File: src/rtl/skew_align_pkg.sv
package skew_align_pkg;

    typedef enum logic [2:0] {
        S_IDLE,
        S_WORD,
        S_LEAD,
        S_MAIN,
        S_SHIFT,
        S_OUT
    } sa_state_t;

    localparam int CTRL_LEAD_BIT = 7;
    localparam int CTRL_SKIP_BIT = 6;

endpackage

File: src/rtl/sa_shift_buf.sv
module sa_shift_buf #(
    parameter int WORD_W = 16
) (
    input  logic                      clk,
    input  logic                      rst_n,
    input  logic                      load_cfg,
    input  logic                      cfg_desc,
    input  logic [$clog2(WORD_W)-1:0] cfg_skew,
    input  logic                      push,
    input  logic [WORD_W-1:0]         push_data,
    input  logic                      shift_only,
    output logic [WORD_W-1:0]         word_out
);
    localparam int BUF_W  = 2 * WORD_W;
    localparam int SKEW_W = $clog2(WORD_W);

    logic              desc_q;
    logic [SKEW_W-1:0] skew_q;
    logic [BUF_W-1:0]  buf_q;
    logic [BUF_W-1:0]  shifted;
    logic [BUF_W-1:0]  entry;
    logic [BUF_W-1:0]  window;

    always_comb begin
        shifted = desc_q ? (buf_q >> WORD_W) : (buf_q << WORD_W);
        entry   = desc_q ? {push_data, {WORD_W{1'b0}}} : {{WORD_W{1'b0}}, push_data};
        window  = buf_q >> skew_q;
    end

    assign word_out = window[WORD_W-1:0];

    always_ff @(posedge clk or negedge rst_n) begin
        if (!rst_n) begin
            desc_q <= 1'b0;
            skew_q <= '0;
            buf_q  <= '0;
        end else begin
            if (load_cfg) begin
                desc_q <= cfg_desc;
                skew_q <= cfg_skew;
            end
            if (push) begin
                buf_q <= shifted | entry;
            end else if (shift_only) begin
                buf_q <= shifted;
            end
        end
    end

    // ascending reads land in the low half
    a_r2_low_entry: assert property (@(posedge clk) disable iff (!rst_n)
        push && !desc_q |=> buf_q[WORD_W-1:0] == $past(push_data));

    // descending reads land in the high half
    a_r3_high_entry: assert property (@(posedge clk) disable iff (!rst_n)
        push && desc_q |=> buf_q[BUF_W-1:WORD_W] == $past(push_data));

    // buffer holds when neither a read nor a plain shift happens
    a_r9_buf_hold: assert property (@(posedge clk) disable iff (!rst_n)
        !push && !shift_only |=> $stable(buf_q));

endmodule

File: src/rtl/sa_addr_step.sv
module sa_addr_step #(
    parameter int ADDR_W   = 32,
    parameter int STEP_W   = 16,
    parameter int NARROW_W = 24
) (
    input  logic              clk,
    input  logic              rst_n,
    input  logic              load_cfg,
    input  logic [ADDR_W-1:0] cfg_addr,
    input  logic [STEP_W-1:0] cfg_x_step,
    input  logic [STEP_W-1:0] cfg_y_step,
    input  logic              cfg_narrow,
    input  logic              step,
    input  logic              use_y,
    output logic [ADDR_W-1:0] addr
);
    localparam logic [ADDR_W-1:0] WIDE_MASK   = ~ADDR_W'(1);
    localparam logic [ADDR_W-1:0] NARROW_MASK = WIDE_MASK & ((ADDR_W'(1) << NARROW_W) - ADDR_W'(1));

    logic [ADDR_W-1:0] x_q, y_q, addr_q, mask_q;
    logic [ADDR_W-1:0] mask_in;

    function automatic logic [ADDR_W-1:0] sext_even(input logic [STEP_W-1:0] s);
        logic [STEP_W-1:0] e;
        e = s & ~STEP_W'(1);
        return {{(ADDR_W-STEP_W){e[STEP_W-1]}}, e};
    endfunction

    assign mask_in = cfg_narrow ? NARROW_MASK : WIDE_MASK;

    always_ff @(posedge clk or negedge rst_n) begin
        if (!rst_n) begin
            x_q    <= '0;
            y_q    <= '0;
            addr_q <= '0;
            mask_q <= WIDE_MASK;
        end else if (load_cfg) begin
            x_q    <= sext_even(cfg_x_step);
            y_q    <= sext_even(cfg_y_step);
            addr_q <= cfg_addr & mask_in;
            mask_q <= mask_in;
        end else if (step) begin
            addr_q <= (addr_q + (use_y ? y_q : x_q)) & mask_q;
        end
    end

    assign addr = addr_q;

    // address stays even
    a_r7_even_addr: assert property (@(posedge clk) disable iff (!rst_n)
        !addr_q[0]);

    // narrow mode keeps the upper address bits clear
    a_r8_narrow_mask: assert property (@(posedge clk) disable iff (!rst_n)
        (mask_q == NARROW_MASK) |-> ((addr_q & ~NARROW_MASK) == '0));

    // address moves only on a read
    a_r7_step_only_on_read: assert property (@(posedge clk) disable iff (!rst_n)
        !step && !load_cfg |=> $stable(addr_q));

endmodule

File: src/rtl/sa_ctrl.sv
module sa_ctrl
    import skew_align_pkg::*;
#(
    parameter int CNT_W = 16
) (
    input  logic             clk,
    input  logic             rst_n,
    input  logic             start,
    input  logic             cfg_lead,
    input  logic             cfg_skip,
    input  logic [CNT_W-1:0] cfg_words,
    input  logic [CNT_W-1:0] cfg_lines,
    input  logic             rd_ack,
    input  logic             out_ready,
    output logic             load_cfg,
    output logic             busy,
    output logic             rd_req,
    output logic             fetch,
    output logic             shift_only,
    output logic             use_y,
    output logic             out_valid
);
    localparam int TOT_W = CNT_W + 1;
    localparam int SRC_W = CNT_W + 2;

    sa_state_t         state, state_nx;
    logic              lead_q, skip_q;
    logic [TOT_W-1:0]  words_q, dst_left, lines_left;
    logic [SRC_W-1:0]  src_left;
    logic              first_w, last_w, last_line, out_fire;

    function automatic logic [TOT_W-1:0] total_of(input logic [CNT_W-1:0] v);
        return (v == '0) ? {1'b1, {CNT_W{1'b0}}} : {1'b0, v};
    endfunction

    assign first_w   = (dst_left == words_q);
    assign last_w    = (dst_left == TOT_W'(1));
    assign last_line = (lines_left == TOT_W'(1));

    // state register
    always_ff @(posedge clk or negedge rst_n) begin
        if (!rst_n) state <= S_IDLE;
        else        state <= state_nx;
    end

    // next state
    always_comb begin
        state_nx = state;
        unique case (state)
            S_IDLE:  if (start) state_nx = S_WORD;
            S_WORD: begin
                if (first_w && lead_q)      state_nx = S_LEAD;
                else if (last_w && skip_q)  state_nx = S_SHIFT;
                else                        state_nx = S_MAIN;
            end
            S_LEAD:  if (rd_ack) state_nx = (last_w && skip_q) ? S_SHIFT : S_MAIN;
            S_MAIN:  if (rd_ack) state_nx = S_OUT;
            S_SHIFT: state_nx = S_OUT;
            S_OUT:   if (out_ready) state_nx = (last_w && last_line) ? S_IDLE : S_WORD;
            default: state_nx = S_IDLE;
        endcase
    end

    // outputs
    always_comb begin
        load_cfg   = (state == S_IDLE) && start;
        busy       = (state != S_IDLE);
        rd_req     = (state == S_LEAD) || (state == S_MAIN);
        fetch      = rd_req && rd_ack;
        shift_only = (state == S_SHIFT);
        out_valid  = (state == S_OUT);
        use_y      = (src_left == SRC_W'(1));
        out_fire   = out_valid && out_ready;
    end

    // counters
    always_ff @(posedge clk or negedge rst_n) begin
        if (!rst_n) begin
            lead_q     <= 1'b0;
            skip_q     <= 1'b0;
            words_q    <= TOT_W'(1);
            dst_left   <= TOT_W'(1);
            lines_left <= TOT_W'(1);
            src_left   <= '0;
        end else begin
            if (load_cfg) begin
                lead_q     <= cfg_lead;
                skip_q     <= cfg_skip;
                words_q    <= total_of(cfg_words);
                dst_left   <= total_of(cfg_words);
                lines_left <= total_of(cfg_lines);
            end
            if (state == S_WORD && first_w) begin
                src_left <= SRC_W'(words_q) + SRC_W'(lead_q) - SRC_W'(skip_q);
            end else if (fetch && !use_y) begin
                src_left <= src_left - SRC_W'(1);
            end
            if (out_fire) begin
                if (last_w) begin
                    dst_left   <= words_q;
                    lines_left <= lines_left - TOT_W'(1);
                end else begin
                    dst_left <= dst_left - TOT_W'(1);
                end
            end
        end
    end

    // never asks for data and offers a result at once
    a_r10_exclusive: assert property (@(posedge clk) disable iff (!rst_n)
        !(rd_req && out_valid));

    // idle means quiet ports
    a_r1_idle_quiet: assert property (@(posedge clk) disable iff (!rst_n)
        !busy |-> !rd_req && !out_valid);

    // a start while busy leaves the latched setup alone
    a_r1_start_ignored: assert property (@(posedge clk) disable iff (!rst_n)
        busy && start |=> $stable(words_q) && $stable(lead_q) && $stable(skip_q));

    // source count never exceeds its per-line reload value
    a_r7_src_bound: assert property (@(posedge clk) disable iff (!rst_n)
        busy |-> src_left <= SRC_W'(words_q) + SRC_W'(1));

endmodule

File: src/rtl/skew_align.sv
module skew_align
    import skew_align_pkg::*;
#(
    parameter int WORD_W   = 16,
    parameter int ADDR_W   = 32,
    parameter int STEP_W   = 16,
    parameter int NARROW_W = 24,
    parameter int CNT_W    = 16
) (
    input  logic              clk,
    input  logic              rst_n,
    input  logic              start,
    input  logic [7:0]        cfg_ctrl,
    input  logic [STEP_W-1:0] cfg_x_step,
    input  logic [STEP_W-1:0] cfg_y_step,
    input  logic [ADDR_W-1:0] cfg_addr,
    input  logic              cfg_narrow,
    input  logic [CNT_W-1:0]  cfg_words,
    input  logic [CNT_W-1:0]  cfg_lines,
    output logic              busy,
    output logic              rd_req,
    output logic [ADDR_W-1:0] rd_addr,
    input  logic              rd_ack,
    input  logic [WORD_W-1:0] rd_data,
    output logic              out_valid,
    input  logic              out_ready,
    output logic [WORD_W-1:0] out_word
);
    localparam int SKEW_W = $clog2(WORD_W);

    logic load_cfg, fetch, shift_only, use_y;
    logic unused_ctrl_bits;

    assign unused_ctrl_bits = ^cfg_ctrl[5:SKEW_W];

    sa_ctrl #(.CNT_W(CNT_W)) u_ctrl (
        .clk        (clk),
        .rst_n      (rst_n),
        .start      (start),
        .cfg_lead   (cfg_ctrl[CTRL_LEAD_BIT]),
        .cfg_skip   (cfg_ctrl[CTRL_SKIP_BIT]),
        .cfg_words  (cfg_words),
        .cfg_lines  (cfg_lines),
        .rd_ack     (rd_ack),
        .out_ready  (out_ready),
        .load_cfg   (load_cfg),
        .busy       (busy),
        .rd_req     (rd_req),
        .fetch      (fetch),
        .shift_only (shift_only),
        .use_y      (use_y),
        .out_valid  (out_valid)
    );

    sa_shift_buf #(.WORD_W(WORD_W)) u_buf (
        .clk        (clk),
        .rst_n      (rst_n),
        .load_cfg   (load_cfg),
        .cfg_desc   (cfg_x_step[STEP_W-1]),
        .cfg_skew   (cfg_ctrl[SKEW_W-1:0]),
        .push       (fetch),
        .push_data  (rd_data),
        .shift_only (shift_only),
        .word_out   (out_word)
    );

    sa_addr_step #(.ADDR_W(ADDR_W), .STEP_W(STEP_W), .NARROW_W(NARROW_W)) u_addr (
        .clk        (clk),
        .rst_n      (rst_n),
        .load_cfg   (load_cfg),
        .cfg_addr   (cfg_addr),
        .cfg_x_step (cfg_x_step),
        .cfg_y_step (cfg_y_step),
        .cfg_narrow (cfg_narrow),
        .step       (fetch),
        .use_y      (use_y),
        .addr       (rd_addr)
    );

    // request holds its address until acknowledged
    a_r9_req_hold: assert property (@(posedge clk) disable iff (!rst_n)
        rd_req && !rd_ack |=> rd_req && $stable(rd_addr));

    // offered word is held until taken
    a_r10_out_hold: assert property (@(posedge clk) disable iff (!rst_n)
        out_valid && !out_ready |=> out_valid && $stable(out_word));

endmodule

File: config.mk
export PLATFORM = sky130hd
export DESIGN_NAME = skew_align
export DESIGN_NICKNAME = d
export VERILOG_FILES = /design/src/rtl/skew_align_pkg.sv /design/src/rtl/sa_shift_buf.sv /design/src/rtl/sa_addr_step.sv /design/src/rtl/sa_ctrl.sv /design/src/rtl/skew_align.sv
export SDC_FILE = /design/constraint.sdc
export NUM_CORES = 1
export LEC_CHECK = 0
export BUFFER_PORTS_ARGS = -buffer_cell sky130_fd_sc_hd__buf_2
export CORE_UTILIZATION = 59
export DETAILED_ROUTE_END_ITERATION = 10
export GPL_TIMING_DRIVEN = 0
export MAX_ROUTING_LAYER = met4
export PLACE_DENSITY = 0.82
export SKIP_CTS_REPAIR_TIMING = 1
export SKIP_LAST_GASP = 1
export SLEW_MARGIN = 15
export SYNTH_ARGS = -nofsm -noshare
export SYNTH_HDL_FRONTEND = slang
export SYNTH_SLANG_ARGS = --single-unit
File: constraint.sdc
create_clock -name clk -period 5.96 [get_ports clk]
set_clock_uncertainty 0.2 [all_clocks]
set_input_delay 0.596 -clock clk [delete_from_list [all_inputs] [get_ports clk]]
set_output_delay 0.596 -clock clk [all_outputs]
set_load 0.02 [all_outputs]
==> summary.txt <==
Status
  • Status: finished, violations left
  • Failing checks: hold timing

Synthesis
  • Post-synthesis sequential area ratio: 35.9%
  • Post-Syn Instances: 1450
  • EDFF count, synth: 0
  • Syn_nets: 1634
  • Synthesis warning total: 0
  • Post-synth ARST share: 100%
  • Synth Area per Inst: 8.29 um^2
  • Synth cell types: 73
  • Synth Register Bits: 172
  • Top FF cell, synth: dfrtp_1
  • Mapped cell area: 12000 um^2

Cells and area
  • Syn-to-layout area delta: 15.3%
  • Share of cells above drive strength 1: 15.9%
  • Final Core Density: 70.3%
  • Fin area: 13900 um^2
  • Fin nets: 1824
  • Finished Layout Cells: 1919

Placement
  • I/O Buffers: 170
  • Pre-CTS setup slack: 611 ps
  • Dpl cell area: 13200 um^2
  • HPWL after DPL: 26.9 mm
  • Dpl cells: 1886
  • Global placement routability congestion: 0.959

Critical path
  • Worst path required time: 6080 ps
  • Crit end category: register
  • Critical path class: reg -> reg
  • Critical path startpoint category: register
  • Worst Path Arrival: 5600 ps
  • Crit-path max FO: 10

Clocking
  • Clock Sinks: 172
  • Clk_lat worst skew: 450 ps
  • Num CTS Buffers: 17
  • CTS tree: built
  • Root buf cell: clkbuf_16
  • Maximum root-to-sink buffer count: 2
  • H-tree depth reported by CTS: 4
  • Clock Pin Slew Worst Setup and Hold Paths: 80 ps

Pwr
  • Pwr/cell area: 615 nW/um^2
  • Leakage: 6.33 nW
  • Peak VDD IR: 403 uV
  • Tot Pwr: 8.52 mW

Routing
  • DR DRC count: 0
  • Routed Antenna Nets: 0
  • Final wirelength: 36.6 mm
  • Routed vias: 11931
  • Starting DRT DRC Count: 1096
  • 1st-pass router iterations: 5
  • Vias/cell: 6.22
  • Per-cell routed wire length: 19.1 um

GRT
  • Gr usage total: 37.4%
  • Vias in the first global route: 11320
  • First-pass GRT wire length: 57.9 mm
  • Largest net degree at the start of global routing: 96
  • Initial antenna violation count: 1
  • Grt total ovfl: 0

STA
  • Slew HR: 33.9%
  • Setup TNS: 0 ps
  • Slew @ Worst Pin: 991 ps
  • Fin Hold WS: -51.6 ps
  • RSZ-0062 raised after global routing: no
  • Final setup violating endpoints: 0
  • Slew Limit Fails: 0
  • Final worst path period need: 5470 ps
  • Final hold violation count: 42
  • Fmax achieved: 183 MHz
  • Setup WS post-layout: 486 ps
  • Post-route clock period utilization: 91.9%

Floorplanning
  • I/O Pins: 177
  • Vert. Die Dim: 145 um
  • Die W: 145 um
  • Core Region: 19700 um^2
  • Die area: 20900 um^2
  • Rows: 51
  • Initial Util: 60.9%

Hold path
  • Hold Crit Class: in -> async

Job
  • Max_cap viols: 0
critical path: stages (launching register included):
cell and delay, ps:
dfrtp_1 400, or4_1 550, nor2_1 290, nand4_4 300
buf_1 360, mux2_2 370, ha_1 230, fa_1 440
a211oi_1 340, o21ai_0 160, a31o_2 290, a2111oi_2 410
o21ai_1 260, a31oi_1 260, nor3_1 110, nor4_1 280
nor3_1 90
sequential cells by signal, summed over array words and instances, names as in the netlist, 4 cells and up:
signal / cells
u_ctrl.lines_left: 17
u_addr.addr: 31
u_ctrl.words_q: 17
u_addr.y_q: 15
u_ctrl.src_left: 18
u_addr.x_q: 14
u_ctrl.dst_left: 17
u_buf.skew_q: 4
u_buf.buf_q: 32
cell families (layout without fill, tap and decap cells):
group	count (synthesis)	in the layout	synth area share, %
other cells	1	2	0.0312
xor+xnor	76	76	5.54
fa+ha+maj	58	58	6.16
mux	64	64	7.04
compound gates	382	382	20.3
simple gates	564	564	20.9
buf+inv	133	336	4.24
flops	172	172	35.9
synthesized netlist by cell type (4+ instances only):
| cell | instances | share of area (%) |
|---|---|---|
| o31ai_1 | 6 | 0.37 |
| mux4_2 | 14 | 2.6 |
| clkbuf_1 | 66 | 2.1 |
| nor3b_1 | 6 | 0.37 |
| a221oi_1 | 4 | 0.29 |
| a22oi_1 | 11 | 0.69 |
| buf_1 | 12 | 0.37 |
| dfstp_2 | 4 | 0.87 |
| or4_1 | 4 | 0.25 |
| nor3_1 | 21 | 0.87 |
| dfrtp_1 | 168 | 35 |
| inv_1 | 48 | 1.5 |
| nand2_1 | 290 | 9.1 |
| a21oi_1 | 106 | 4.4 |
| o21bai_1 | 6 | 0.37 |
| ha_1 | 56 | 5.8 |
| a31oi_1 | 16 | 0.83 |
| buf_2 | 4 | 0.17 |
| nand4_1 | 10 | 0.52 |
| mux2_2 | 24 | 2.2 |
| o22ai_1 | 10 | 0.52 |
| o221ai_1 | 4 | 0.29 |
| nand2b_1 | 5 | 0.26 |
| xor2_1 | 33 | 2.4 |
| a21o_1 | 14 | 0.87 |
| nor2_1 | 121 | 3.8 |
| a211oi_1 | 14 | 0.87 |
| o311ai_0 | 5 | 0.36 |
| nor2b_1 | 16 | 0.83 |
| o211ai_1 | 5 | 0.31 |
| nor4_1 | 18 | 0.94 |
| mux2i_1 | 26 | 2.2 |
| nand3_1 | 29 | 1.2 |
| and4_1 | 4 | 0.29 |
| o21ai_0 | 108 | 4.5 |
| and3_1 | 12 | 0.62 |
| a221o_1 | 18 | 1.5 |
| a22o_1 | 9 | 0.66 |
| xnor2_1 | 43 | 3.1 |
| or3_1 | 13 | 0.68 |
| a32oi_1 | 16 | 1.2 |
area by class of cell:
cell class | count | area, um^2
clock inverters | 15 | 193
inverters | 49 | 184
plain buffers | 84 | 325
repair buffers | 171 | 888
flip-flops and latches | 172 | 4310
fillers | 1632 | 5860
well taps | 265 | 332
diodes | 1 | 2.50
clock buffers | 17 | 425
multi-input cells | 1145 | 7200
path summary, 6_finish.rpt:
kind / start / end / slack [ps] / cells past startpoint
setup / recovery: u_ctrl.src_left[15]$_DFFE_PN0P_ / u_addr.addr[31]$_DFFE_PN0P_ / 490 / 16
hold reg to reg: u_addr.y_q[6]$_DFFE_PN0P_ / u_addr.y_q[6]$_DFFE_PN0P_ / 280 / 2
min in group clk: cfg_x_step[9] / u_addr.x_q[9]$_DFFE_PN0P_ / 130 / 3
max in group asynchronous: rst_n / u_ctrl.lines_left[0]$_DFF_PN1_ / 4710 / 2
hold / removal: rst_n / u_addr.x_q[9]$_DFFE_PN0P_ / -50 / 1
setup reg to reg: u_ctrl.src_left[15]$_DFFE_PN0P_ / u_addr.addr[31]$_DFFE_PN0P_ / 490 / 16
layer usage:
| layer | share of wire, % | vias to the layer above | global-route usage [%] |
|---|---|---|---|
| met5 | 0 | - | - |
| li1 | - | 5579 | - |
| met2 | 46 | 587 | 58.4 |
| met1 | 41 | 5663 | 47.1 |
| met4 | 3.7 | 0 | 15.3 |
| met3 | 9.0 | 102 | 8.42 |
placed cells by master, fill, tap and decap left out, types with 11 or more instances in the layout:
master,Yosys,layout
nand2_1,290,290
buf_2,4,173
dfrtp_1,168,168
nor2_1,121,121
o21ai_0,108,108
a21oi_1,106,106
clkbuf_1,66,66
ha_1,56,56
inv_1,48,48
xnor2_1,43,43
xor2_1,33,33
nand3_1,29,29
mux2i_1,26,26
mux2_2,24,24
nor3_1,21,21
nor4_1,18,18
a221o_1,18,18
clkbuf_16,0,17
nor2b_1,16,16
a31oi_1,16,16
a32oi_1,16,16
mux4_2,14,14
a211oi_1,14,14
a21o_1,14,14
or3_1,13,13
buf_1,12,12
and3_1,12,12
a22oi_1,11,11
power breakdown:
group          switching, mW  internal [mW]  total (mW)
clock                  0.572          0.609        1.18
sequential             0.530           1.68        2.21
combinational           3.07           2.05        5.12
total                   4.17           4.35        8.52
Power figures use the tool's default switching activity.
